**src/rtl/nvt_pkg.sv**
```systemverilog
package nvt_pkg;
  localparam int BYTE_W = 8;
  localparam int DIV_W  = 11;
  localparam int HI_DIV_W = DIV_W - BYTE_W;
  localparam logic [BYTE_W-1:0] OFS_HI = 8'h1A;
  localparam logic [BYTE_W-1:0] OFS_LO = 8'h1B;
  localparam int SEC_BIT = BYTE_W - 1;

  typedef struct packed {
    logic             sec_dis;
    logic [DIV_W-1:0] div;
  } cfg_t;
endpackage

```
**src/rtl/nvt_regfile.sv**
```systemverilog
module nvt_regfile
  import nvt_pkg::*;
(
  input  logic              clk,
  input  logic              rst_n,
  input  logic [BYTE_W-1:0] shadow_hi,
  input  logic [BYTE_W-1:0] shadow_lo,
  input  logic [BYTE_W-1:0] bus_addr,
  input  logic              bus_wr,
  input  logic [BYTE_W-1:0] bus_wdata,
  input  logic              latch_busy,
  output logic [BYTE_W-1:0] bus_rdata,
  output cfg_t              cfg,
  output logic              wr_accept
);
  localparam int RSV_W = BYTE_W - 1 - HI_DIV_W;

  cfg_t cfg_q;
  logic wr_open, hit_hi, hit_lo;

  assign wr_open   = !latch_busy && cfg_q.sec_dis;
  assign hit_hi    = bus_wr && wr_open && (bus_addr == OFS_HI);
  assign hit_lo    = bus_wr && wr_open && (bus_addr == OFS_LO);
  assign wr_accept = hit_hi || hit_lo;

  always_ff @(posedge clk) begin
    if (!rst_n) begin
      cfg_q.sec_dis <= shadow_hi[SEC_BIT];
      cfg_q.div     <= {shadow_hi[HI_DIV_W-1:0], shadow_lo};
    end else begin
      if (hit_hi) begin
        cfg_q.sec_dis                <= bus_wdata[SEC_BIT];
        cfg_q.div[DIV_W-1:BYTE_W]    <= bus_wdata[HI_DIV_W-1:0];
      end
      if (hit_lo) begin
        cfg_q.div[BYTE_W-1:0]        <= bus_wdata;
      end
    end
  end

  always_comb begin
    case (bus_addr)
      OFS_HI:  bus_rdata = {cfg_q.sec_dis, {RSV_W{1'b0}}, cfg_q.div[DIV_W-1:BYTE_W]};
      OFS_LO:  bus_rdata = cfg_q.div[BYTE_W-1:0];
      default: bus_rdata = '0;
    endcase
  end

  assign cfg = cfg_q;

  // locked registers never change
  p_lock_hold_r4: assert property (@(posedge clk) disable iff (!rst_n)
    !cfg_q.sec_dis |=> $stable(cfg_q));
  // latch control blocks every write
  p_latch_hold_r6: assert property (@(posedge clk) disable iff (!rst_n)
    latch_busy |=> $stable(cfg_q));
endmodule

```
**src/rtl/nvt_prescaler.sv**
```systemverilog
module nvt_prescaler #(
  parameter int DIV_W = 11
) (
  input  logic             clk,
  input  logic             rst_n,
  input  logic             ref_sel,
  input  logic             xtal_en,
  input  logic [DIV_W-1:0] div,
  input  logic             clear,
  output logic             tick
);
  logic [DIV_W-1:0] cnt_q;
  logic             tick_q;
  logic             ref_en, at_end;

  assign ref_en = ref_sel ? 1'b1 : xtal_en;
  assign at_end = (cnt_q == div - DIV_W'(1));

  always_ff @(posedge clk) begin
    if (!rst_n || clear || (div == '0)) begin
      cnt_q  <= '0;
      tick_q <= 1'b0;
    end else if (ref_en) begin
      cnt_q  <= at_end ? '0 : cnt_q + DIV_W'(1);
      tick_q <= at_end;
    end else begin
      tick_q <= 1'b0;
    end
  end

  assign tick = tick_q;

  // count stays below a nonzero divisor
  p_cnt_bound_r7: assert property (@(posedge clk) disable iff (!rst_n)
    (div != '0) |-> (cnt_q < div));
  // without a crystal strobe the crystal-timed count freezes
  p_xtal_hold_r8: assert property (@(posedge clk) disable iff (!rst_n)
    (!ref_sel && !xtal_en && !clear && div != '0) |=> ($stable(cnt_q) && !tick_q));
  // zero divisor is silent
  p_zero_quiet_r9: assert property (@(posedge clk) disable iff (!rst_n)
    (div == '0) |=> !tick_q);
  // accepted write restarts the period
  p_clear_restart_r10: assert property (@(posedge clk) disable iff (!rst_n)
    clear |=> (cnt_q == '0 && !tick_q));
endmodule

```
**src/rtl/nvt_prescale_regs.sv**
```systemverilog
module nvt_prescale_regs
  import nvt_pkg::*;
(
  input  logic        clk,
  input  logic        rst_n,
  input  logic [7:0]  shadow_hi,
  input  logic [7:0]  shadow_lo,
  input  logic [7:0]  bus_addr,
  input  logic        bus_wr,
  input  logic [7:0]  bus_wdata,
  output logic [7:0]  bus_rdata,
  input  logic        latch_busy,
  input  logic        ref_sel,
  input  logic        xtal_en,
  output logic        tick,
  output logic        sec_disable,
  output logic        nv_protect
);
  cfg_t cfg;
  logic wr_accept;

  nvt_regfile u_regs (
    .clk        (clk),
    .rst_n      (rst_n),
    .shadow_hi  (shadow_hi),
    .shadow_lo  (shadow_lo),
    .bus_addr   (bus_addr),
    .bus_wr     (bus_wr),
    .bus_wdata  (bus_wdata),
    .latch_busy (latch_busy),
    .bus_rdata  (bus_rdata),
    .cfg        (cfg),
    .wr_accept  (wr_accept)
  );

  nvt_prescaler #(.DIV_W(DIV_W)) u_pre (
    .clk     (clk),
    .rst_n   (rst_n),
    .ref_sel (ref_sel),
    .xtal_en (xtal_en),
    .div     (cfg.div),
    .clear   (wr_accept),
    .tick    (tick)
  );

  assign sec_disable = cfg.sec_dis;
  assign nv_protect  = !cfg.sec_dis;

  // protection, once on, holds until reset
  p_protect_sticky_r5: assert property (@(posedge clk) disable iff (!rst_n)
    nv_protect |=> nv_protect);
endmodule

```
**config.mk**
```make
export PLATFORM = sky130hd
export DESIGN_NAME = nvt_prescale_regs
export DESIGN_NICKNAME = d
export VERILOG_FILES = /design/src/rtl/nvt_pkg.sv /design/src/rtl/nvt_regfile.sv /design/src/rtl/nvt_prescaler.sv /design/src/rtl/nvt_prescale_regs.sv
export SDC_FILE = /design/constraint.sdc
export NUM_CORES = 1
export LEC_CHECK = 0
export BUFFER_PORTS_ARGS = -buffer_cell sky130_fd_sc_hd__buf_2
export CAP_MARGIN = 20
export CORE_AREA = 2 2 61 57
export CTS_BUF_LIST = sky130_fd_sc_hd__clkbuf_2 sky130_fd_sc_hd__clkbuf_4 sky130_fd_sc_hd__clkbuf_8
export CTS_CLUSTER_DIAMETER = 100
export DETAILED_ROUTE_END_ITERATION = 10
export DIE_AREA = 0 0 63 59
export PLACE_DENSITY_LB_ADDON = 0.05
export SLEW_MARGIN = 20
export SYNTH_ARGS = -nofsm -noshare
export SYNTH_HDL_FRONTEND = slang
export SYNTH_HIERARCHICAL = 1
export SYNTH_SLANG_ARGS = --single-unit
```
**constraint.sdc**
```tcl
create_clock -name clk -period 5.93 [get_ports clk]
set_input_delay 0.2965 -clock clk [delete_from_list [all_inputs] [get_ports clk]]
set_output_delay 0.2965 -clock clk [all_outputs]
set_load 0.1 [all_outputs]
```
==> out/summary.txt, run 1 <==
Clk Latency, worst-skew pair: 0.32 ns
flop2flop setup slack: 3.43 ns
number of placement rows: 19
DR iter-0 viols: 81
Initial DRT Pass Iterations: 4
initial core utilization: 53.4%
crit path time final: 2.50 ns
met2 Use GR: 33.9%
CTS Hold Bufs: 0
run status: complete, no violations
Die H: 59 microns
Synth Instances: 177
yosys synthesis warning count: 6
hold crit path type: input pin to register
Crit path required time: 6.15 ns
final wirelength: 3.40 mm
WP data arrival: 2.72 ns
#FFs+latches synth: 24
Max-Cap Viols: 0
Area Overhead vs Synth: 17.9%
cts bufs inserted: 3
Unique masters post-synth: 40
n_diodes: 0
Routed WL per cell: 13.0 microns
largest net degree at the start of global routing: 20
Finish-stage setup viols: 0
HPWL after detailed placement: 2.66 mm
syn avg cell area: 9.10 sq um
critical path capture point type: register
DRC viols: 0
Port Buffers: 44
post-CTS setup buffer count: 0
Seq/Total Area, Yosys: 37.3%
Power Dens Cells: 208 nW/um^2
Fin Clk Skew: 0.00104 ns
Placed Cells: 257
Final Non-Filler Cells: 261
Final GP Congestion: 0.824
met1 usage: 25.0%
share of cells above drive strength 1: 26.9%
clk slew on worst S/H paths: 0.13 ns
ANT nets after route: 0
TritonCTS Sinks: 24
Tot GR Track Use: 19.7%
H-tree depth: 1
# resized after CTS: 0
Post-synth EDFFs: 12
fin area: 1900 sq um
critical path class: register to register
total negative setup slack: 0 ns
Crit Path Max Fanout: 9
Post-Syn Area: 1610 sq um
reg2reg end: u_pre/cnt_q[5]
Final #Nets: 260
Leak: 0.849 nW
vias in the first global route: 1240
GRT busiest layer: met2
Via density: 5.36
crit path capture: u_pre/cnt_q[5]
CP startpoint: u_regs/cfg[2]
via count: 1398
Worst VDD drop: 0.000138 V
RSZ-0062 raised after global routing: false
Slew HR: 59.1%
Cell Area, Placed: 1850 sq um
FILL cells: 279
Worst-Margin Slew: 0.608 ns
first-pass GRT wire length: 5.61 mm
fmax: 400 MHz
clock root buffer: clkbuf_4
TritonCTS clock tree: done
async set or reset register ratio after synthesis: 0%
syn nets: 217
worst reg2reg path depth: 6
Fin. Hold Viols: 0
# IOs: 49
worst r2r src: u_regs/cfg[2]
Die Wd: 63 microns
global routing met3 resource utilization: 3.99%
Max Root-Sink Buffers: 2
period utilization: 42.2%
main flop type after synthesis: edfxtp_1
total gr overflow: 0
antenna violations before repair: 0
Core Box Area: 3020 sq um
final slew viol count: 0
Setup crit start kind: register
die footprint: 3720 sq um
==> where the power goes <==
group | switching, W | internal, W
logic | 0.0000423 | 0.0000326
clock network | 0.0000492 | 0.0000684
registers | 0.0000167 | 0.000185
==> worst min-delay path by stage <==
| stage | startpoint | end | depth (start not counted) |
|---|---|---|---|
| 6_report | bus_wdata[7] | u_regs/cfg[11] | 3 |
| 5_1_grt | shadow_lo[4] | u_regs/cfg[4] | 2 |
| 4_1_cts | bus_wdata[7] | u_regs/cfg[11] | 3 |
| 3_5_place_dp | u_pre/cnt_q[1] | u_pre/cnt_q[1] | 2 |
| 3_3_place_gp | u_pre/cnt_q[1] | u_pre/cnt_q[1] | 2 |
| 2_1_floorplan | u_pre/cnt_q[1] | u_pre/cnt_q[1] | 2 |
==> worst max-delay path, cell delays in order, from the launching register on <==
cell and delay (ns):
edfxtp_1 0.55, nor4_1 0.62, and4_1 0.30, a22oi_1 0.10, a2111o_1 0.48, o21bai_4 0.26
nor2_1 0.08
==> cells in the mapped netlist (5+ instances only) <==
library cell / number / area, sq um
dfxtp_1: 12 / 240
edfxtp_1: 12 / 360
inv_1: 19 / 71.3
nand2_1: 12 / 45.0
nand3_1: 5 / 25.0
nor2_1: 16 / 60.1
nor3_1: 12 / 60.1
nor4_1: 5 / 31.3
o21ai_0: 10 / 50.1
xnor2_1: 8 / 70.1
xor2_1: 14 / 123
==> cells by family after synthesis <==
kind of cell	synth area share, %
flip-flops	37.3
AO/OA/AOI/OAI	11.4
buffers and inverters	7.22
multiplexers	5.28
XOR/XNOR	13.4
adder cells (fa/ha/maj)	1.55
AND/OR/NAND/NOR	23.9
==> placed cells by master, fill, tap and decap left out, types with 2 or more instances in the layout <==
cell type	instances
buf_2	44
inv_1	19
nor2_1	16
xor2_1	14
nor3_1	12
nand2_1	12
dfxtp_1	12
edfxtp_1	12
o21ai_0	10
xnor2_1	8
nand3_1	5
nor4_1	5
a21oi_1	4
and3_1	4
mux2i_1	4
mux2_2	4
clkbuf_4	3
nor3b_1	3
nand3b_1	3
and4_1	2
o2111ai_1	2
ha_1	2
==> metrics by stage <==
step	hold WS (ns)	power (W)	util [%]	worst slack [ns]
2_1_floorplan	0.478	0.000258	-	1.97
3_3_place_gp	0.502	0.000277	61.2	3.54
3_5_place_dp	0.503	0.000280	61.2	3.49
4_1_cts	0.250	0.000398	62.9	3.47
5_1_grt	0.236	0.000415	62.9	3.27
6_report	0.262	0.000395	62.9	3.43
==> state kept, by name, indices dropped and copies added (netlist names) <==
signal,cells
u_regs/cfg,12
u_pre/cnt_q,11
u_pre/tick,1
==> routing by layer <==
layer	vias up	share of wire [%]
li1	707	-
met1	653	45
met2	36	50
met3	2	4.5
met4	0	0.50
met5	-	0
==> cell type report <==
type	instances	area, sq um	share of cell area [%]
Tap cell	42	52.6	2.77
Timing Repair Buffer	45	228	12.0
Clock buffer	3	22.5	1.19
Multi-Input combinational cell	127	895	47.1
Sequential cell	24	601	31.6
Inverter	19	71.3	3.75
Clock inverter	1	30.0	1.58
Note: power is estimated with default switching activity, not from simulation.
==> inputs of run 2 (changes only) <==
--- a/config.mk
+++ b/config.mk
@@ -7,11 +7,11 @@
 export LEC_CHECK = 0
 export BUFFER_PORTS_ARGS = -buffer_cell sky130_fd_sc_hd__buf_2
 export CAP_MARGIN = 20
-export CORE_AREA = 2 2 61 57
+export CORE_AREA = 2 2 65 60
 export CTS_BUF_LIST = sky130_fd_sc_hd__clkbuf_2 sky130_fd_sc_hd__clkbuf_4 sky130_fd_sc_hd__clkbuf_8
 export CTS_CLUSTER_DIAMETER = 100
 export DETAILED_ROUTE_END_ITERATION = 10
-export DIE_AREA = 0 0 63 59
+export DIE_AREA = 0 0 67 62
 export PLACE_DENSITY_LB_ADDON = 0.05
 export SLEW_MARGIN = 20
 export SYNTH_ARGS = -nofsm -noshare
==> constraint.sdc (replaced) <==
create_clock -name clk -period 2.15 [get_ports clk]
set_input_delay 0.1075 -clock clk [delete_from_list [all_inputs] [get_ports clk]]
set_output_delay 0.1075 -clock clk [all_outputs]
set_load 0.1 [all_outputs]
==> out/summary.txt, run 2 (same netlist as run 1, synthesis figures left out) <==
Finish-stage setup viols: 12
final worst setup slack: -0.0733 ns
Initial DRT Pass Iterations: 4
Cell Area, Placed: 1990 sq um
most frequent cells in the layout: buf_2 (44), inv_1 (19), nor2_1 (16)
Routed WL per cell: 13.4 microns
Tot GR Track Use: 18.7%
ANT nets after route: 0
delay-heaviest family, CP: compound AO/OA/AOI/OAI gates
crit path buf inv count: 2
fin area: 2140 sq um
critical path class: register to register
failing checks: negative setup slack
slowest stage cell, crit path: a2111o_1
first-pass GRT wire length: 5.79 mm
final slew viol count: 0
Util after Layout: 59.9%
Slew HR: 53.4%
Crit Path Max Fanout: 5
FILL cells: 323
crit path time final: 2.22 ns
Hold EP: u_regs/cfg[7]
storage element area: 601 sq um
hold crit path type: input pin to register
HPWL after detailed placement: 2.88 mm
largest net degree at the start of global routing: 20
Via density: 5.11
Final GP Congestion: 0.804
Die H: 62 microns
H-tree depth: 1
# IOs: 49
most common cell after layout, fill and taps aside: buf_2
reg2reg end: u_pre/cnt_q[5]
WP data arrival: 2.39 ns
min-delay src: bus_wdata[7]
Final #Nets: 276
clock share of power: 32.7%
total negative setup slack: -0.637 ns
Max-Cap Viols: 0
worst reg2reg path depth: 8
Core Box Area: 3570 sq um
total power: 0.00121 W
flop2flop setup slack: -0.07 ns
Clk Latency, worst-skew pair: 0.27 ns
DRC viols: 0
cts bufs inserted: 3
Max Root-Sink Buffers: 2
antenna violations before repair: 0
Area Overhead vs Synth: 32.8%
Port Buffers: 44
sw power: 0.000327 W
multi-input combinational cell area: 996 sq um
max FFs per register: 12
clk slew on worst S/H paths: 0.09 ns
power share of the combinational group: 22.2%
period utilization: 103%
Hold Crit Depth: 3
Fin Clk Skew: 0.00326 ns
worst r2r src: u_regs/cfg[3]
crit path cell chain: buf_4 > nor4_4 > buf_4 > and4_1 > a22oi_1 > a2111o_1 > o21bai_4 > nor2_1
critical path capture point type: register
Worst VDD drop: 0.000321 V
initial core utilization: 45.1%
share of cells above drive strength 1: 37.9%
Die Wd: 67 microns
fmax: 450 MHz
RSZ-0062 raised after global routing: true
CP max stage delay: 0.53 ns
run status: finished with violations
die footprint: 4150 sq um
via count: 1436
Setup crit start kind: register
clock root buffer: clkbuf_8
number of placement rows: 21
TritonCTS Sinks: 24
TritonCTS clock tree: done
final wirelength: 3.75 mm
sw frac: 27.1%
DR iter-0 viols: 49
sequential power share: 45.1%
Power Dens Cells: 564 nW/um^2
most used cell, CP: buf_4
cell-internal power: 0.000881 W
vias in the first global route: 1317
Fin. Hold Viols: 0
n_diodes: 0
Worst-Margin Slew: 0.696 ns
total gr overflow: 0
Crit path required time: 2.31 ns
Leak: 0.936 nW
[run 2: changes by cell type in the layout (fill, tap and decap cells not counted), sizes merged]
cell / before / now
buf: 45 / 60
o21bai: 1 / 2
[run 2: per-layer routing]
metal / GRT usage (%) / wire length, microns / vias to the layer above
met1: 24.3 / 1780 / 669
li1: - / - / 743
met3: 2.70 / 90 / 5
met5: 0 / 0 / -
met4: 5.25 / 43 / 0
met2: 32.8 / 1840 / 19
[run 2: cell type report]
class                      instances  area share, %
clock buffer                       3           1.93
clock inverter                     1           1.40
inverter                          19           3.33
multi-input combinational        128           46.5
sequential                        24           28.1
tap                               46           2.69
timing repair buffer              60           16.1
[run 2: worst max path at each step]
stage	cells after the start	startpoint	slack, ns	endpoint
CTS	6	u_regs/cfg[3]	-0.05	u_pre/cnt_q[4]
global route	8	u_regs/cfg[3]	-0.14	u_pre/cnt_q[8]
finish	8	u_regs/cfg[3]	-0.07	u_pre/cnt_q[5]
floorplan	3	bus_addr[5]	-0.69	bus_rdata[0]
global placement	6	u_regs/cfg[3]	-0.02	u_pre/cnt_q[9]
detailed placement	6	u_regs/cfg[3]	-0.06	u_pre/cnt_q[5]
[run 2: metrics by stage]
| step | cells | worst slack [ns] | hold slack, ns |
|---|---|---|---|
| after floorplan | 177 | -0.689 | 0.308 |
| after global placement | 274 | -0.0186 | 0.397 |
| after detailed placement | 274 | -0.0585 | 0.411 |
| after CTS | 280 | -0.0474 | 0.132 |
| after global routing | 281 | -0.142 | 0.142 |
| final | 281 | -0.0733 | 0.134 |
[run 2: power groups by stage]
stage	logic, W	registers [W]	clock network (W)
after CTS	0.000259	0.000544	0.000406
after global placement	0.000240	0.000553	0
final	0.000268	0.000544	0.000395
after global routing	0.000294	0.000549	0.000428
after detailed placement	0.000247	0.000555	0
after floorplan	0.000153	0.000564	0
[run 2: worst register-to-register path, delay by kind of cell, from the launching register on]
family          cells  cell delay (ns)
compound gates      3             0.86
buf+inv             2             0.34
flops               1             0.43
simple gates        3             0.51
[run 2: repair_timing]
item | 4_1_cts | 5_1_grt
pin swaps | 1 | 6
endpoints found under the setup margin | 11 | 12
setup buffers | 1 | 1
cloned | 1 | 0
hold endpoints to repair | 0 | 0
gates resized for setup | 7 | 6
hold buffers | 0 | 0
==> inputs of run 3 (changes only) <==
--- a/config.mk
+++ b/config.mk
@@ -7,11 +7,11 @@
 export LEC_CHECK = 0
 export BUFFER_PORTS_ARGS = -buffer_cell sky130_fd_sc_hd__buf_2
 export CAP_MARGIN = 20
-export CORE_AREA = 2 2 65 60
+export CORE_AREA = 2 2 70 66
 export CTS_BUF_LIST = sky130_fd_sc_hd__clkbuf_2 sky130_fd_sc_hd__clkbuf_4 sky130_fd_sc_hd__clkbuf_8
 export CTS_CLUSTER_DIAMETER = 100
 export DETAILED_ROUTE_END_ITERATION = 10
-export DIE_AREA = 0 0 67 62
+export DIE_AREA = 0 0 72 68
 export PLACE_DENSITY_LB_ADDON = 0.05
 export SLEW_MARGIN = 20
 export SYNTH_ARGS = -nofsm -noshare
==> out/summary.txt, run 3 (same netlist as run 1, synthesis figures left out) <==
vias in the first global route: 1262
critical path class: register to register
ANT nets after route: 0
first-pass GRT wire length: 5.74 mm
Initial DRT Pass Iterations: 4
HPWL after detailed placement: 3.06 mm
DR iter-0 viols: 72
Tot GR Track Use: 15.0%
sw frac: 26.8%
WP data arrival: 2.39 ns
fmax: 449 MHz
sw power: 0.000324 W
failing checks: negative setup slack
Die Wd: 72 microns
number of placement rows: 23
Port Buffers: 44
clock share of power: 33.0%
Worst VDD drop: 0.000312 V
most frequent cells in the layout: buf_2 (44), buf_4 (20), inv_1 (19)
Area Overhead vs Synth: 33.3%
Setup crit start kind: register
antenna violations before repair: 0
hold crit path type: input pin to register
Finish-stage setup viols: 12
TritonCTS Sinks: 24
Power Dens Cells: 562 nW/um^2
initial core utilization: 38.1%
run status: finished with violations
max FFs per register: 12
Slew HR: 62.1%
# IOs: 49
TritonCTS clock tree: done
final wirelength: 3.74 mm
Clk Latency, worst-skew pair: 0.27 ns
crit path cell chain: or4_4 > nor3_4 > o2111ai_2 > a2111o_1 > o21bai_2 > nor2_1
crit path time final: 2.23 ns
Util after Layout: 50.8%
final worst setup slack: -0.0770 ns
Worst-Margin Slew: 0.566 ns
cts bufs inserted: 3
total gr overflow: 0
Crit Path Max Fanout: 4
DRC viols: 0
Final #Nets: 281
Core Box Area: 4230 sq um
RSZ-0062 raised after global routing: true
Via density: 4.89
Fin Clk Skew: 0.00811 ns
Die H: 68 microns
Final GP Congestion: 0.771
n_diodes: 0
Max Root-Sink Buffers: 2
clock root buffer: clkbuf_8
cell-internal power: 0.000884 W
Fin. Hold Viols: 0
power share of the combinational group: 22.1%
via count: 1418
period utilization: 104%
most common cell after layout, fill and taps aside: buf_2
total power: 0.00121 W
critical path capture point type: register
clk slew on worst S/H paths: 0.09 ns
sequential power share: 45.0%
final slew viol count: 0
H-tree depth: 1
slowest stage cell, crit path: or4_4
die footprint: 4900 sq um
Max-Cap Viols: 0
Leak: 0.957 nW
share of cells above drive strength 1: 37.5%
largest net degree at the start of global routing: 20
Routed WL per cell: 12.9 microns
CP max stage delay: 0.57 ns
Crit path required time: 2.31 ns
## run 3: changes by cell type in the layout (fill, tap and decap cells not counted), sizes merged
cell,before,now
buf,60,65
## run 3: worst max-delay path, delay by kind of cell, from the launching register on
kind	cells	cell delay [ns]
AND/OR/NAND/NOR	3	0.79
AO/OA/AOI/OAI	3	0.91
flip-flops	1	0.43
## run 3: final cells by class
type,count,area (sq um)
sequential,24,601
clock buffer,3,41.3
inverter,19,71.3
clock inverter,1,30.0
multi-input combinational,128,961
tap,50,62.6
timing repair buffer,65,382
fill,412,2080
## run 3: worst paths after layout
path                  startpoint        endpoint  slack, ns  cells after the start
setup / recovery   u_regs/cfg[3]  u_pre/cnt_q[5]      -0.08                      6
hold / removal      bus_wdata[2]   u_regs/cfg[2]       0.14                      3
setup reg to reg   u_regs/cfg[3]  u_pre/cnt_q[5]      -0.08                      6
hold reg to reg   u_pre/cnt_q[1]  u_pre/cnt_q[1]       0.51                      2
## run 3: through the flow
stage | area [sq um] | cells | setup TNS (ns) | worst slack [ns] | hold slack [ns]
after floorplan | 1650 | 177 | -7.18 | -0.689 | 0.308
after global placement | 2030 | 283 | -0.181 | -0.0260 | 0.393
after detailed placement | 2030 | 283 | -0.582 | -0.0710 | 0.404
after CTS | 2110 | 288 | -0.286 | -0.0442 | 0.126
after global routing | 2150 | 290 | -1.44 | -0.149 | 0.137
final | 2150 | 290 | -0.427 | -0.0770 | 0.136
## run 3: metal layers
metal | part of all wire [%] | up-vias | track usage [%]
met5 | 0 | - | 0
met4 | 0.32 | 0 | 3.54
met3 | 2.4 | 2 | 1.77
met2 | 49 | 19 | 25.9
met1 | 48 | 647 | 20.2
li1 | - | 750 | -
## run 3: timing repair
item	in CTS	in global routing
resized for setup	1	4
pin swaps	1	3
hold buffers	0	0
buffers inserted	1	1
gates cloned	0	1
endpoints found under the setup margin	11	12
## run 3: power by group through the flow
stage	logic (W)	registers, W	clock network, W
floorplan	0.000153	0.000564	0
global placement	0.000251	0.000552	0
detailed placement	0.000255	0.000554	0
CTS	0.000259	0.000543	0.000408
global route	0.000295	0.000548	0.000431
finish	0.000267	0.000543	0.000398
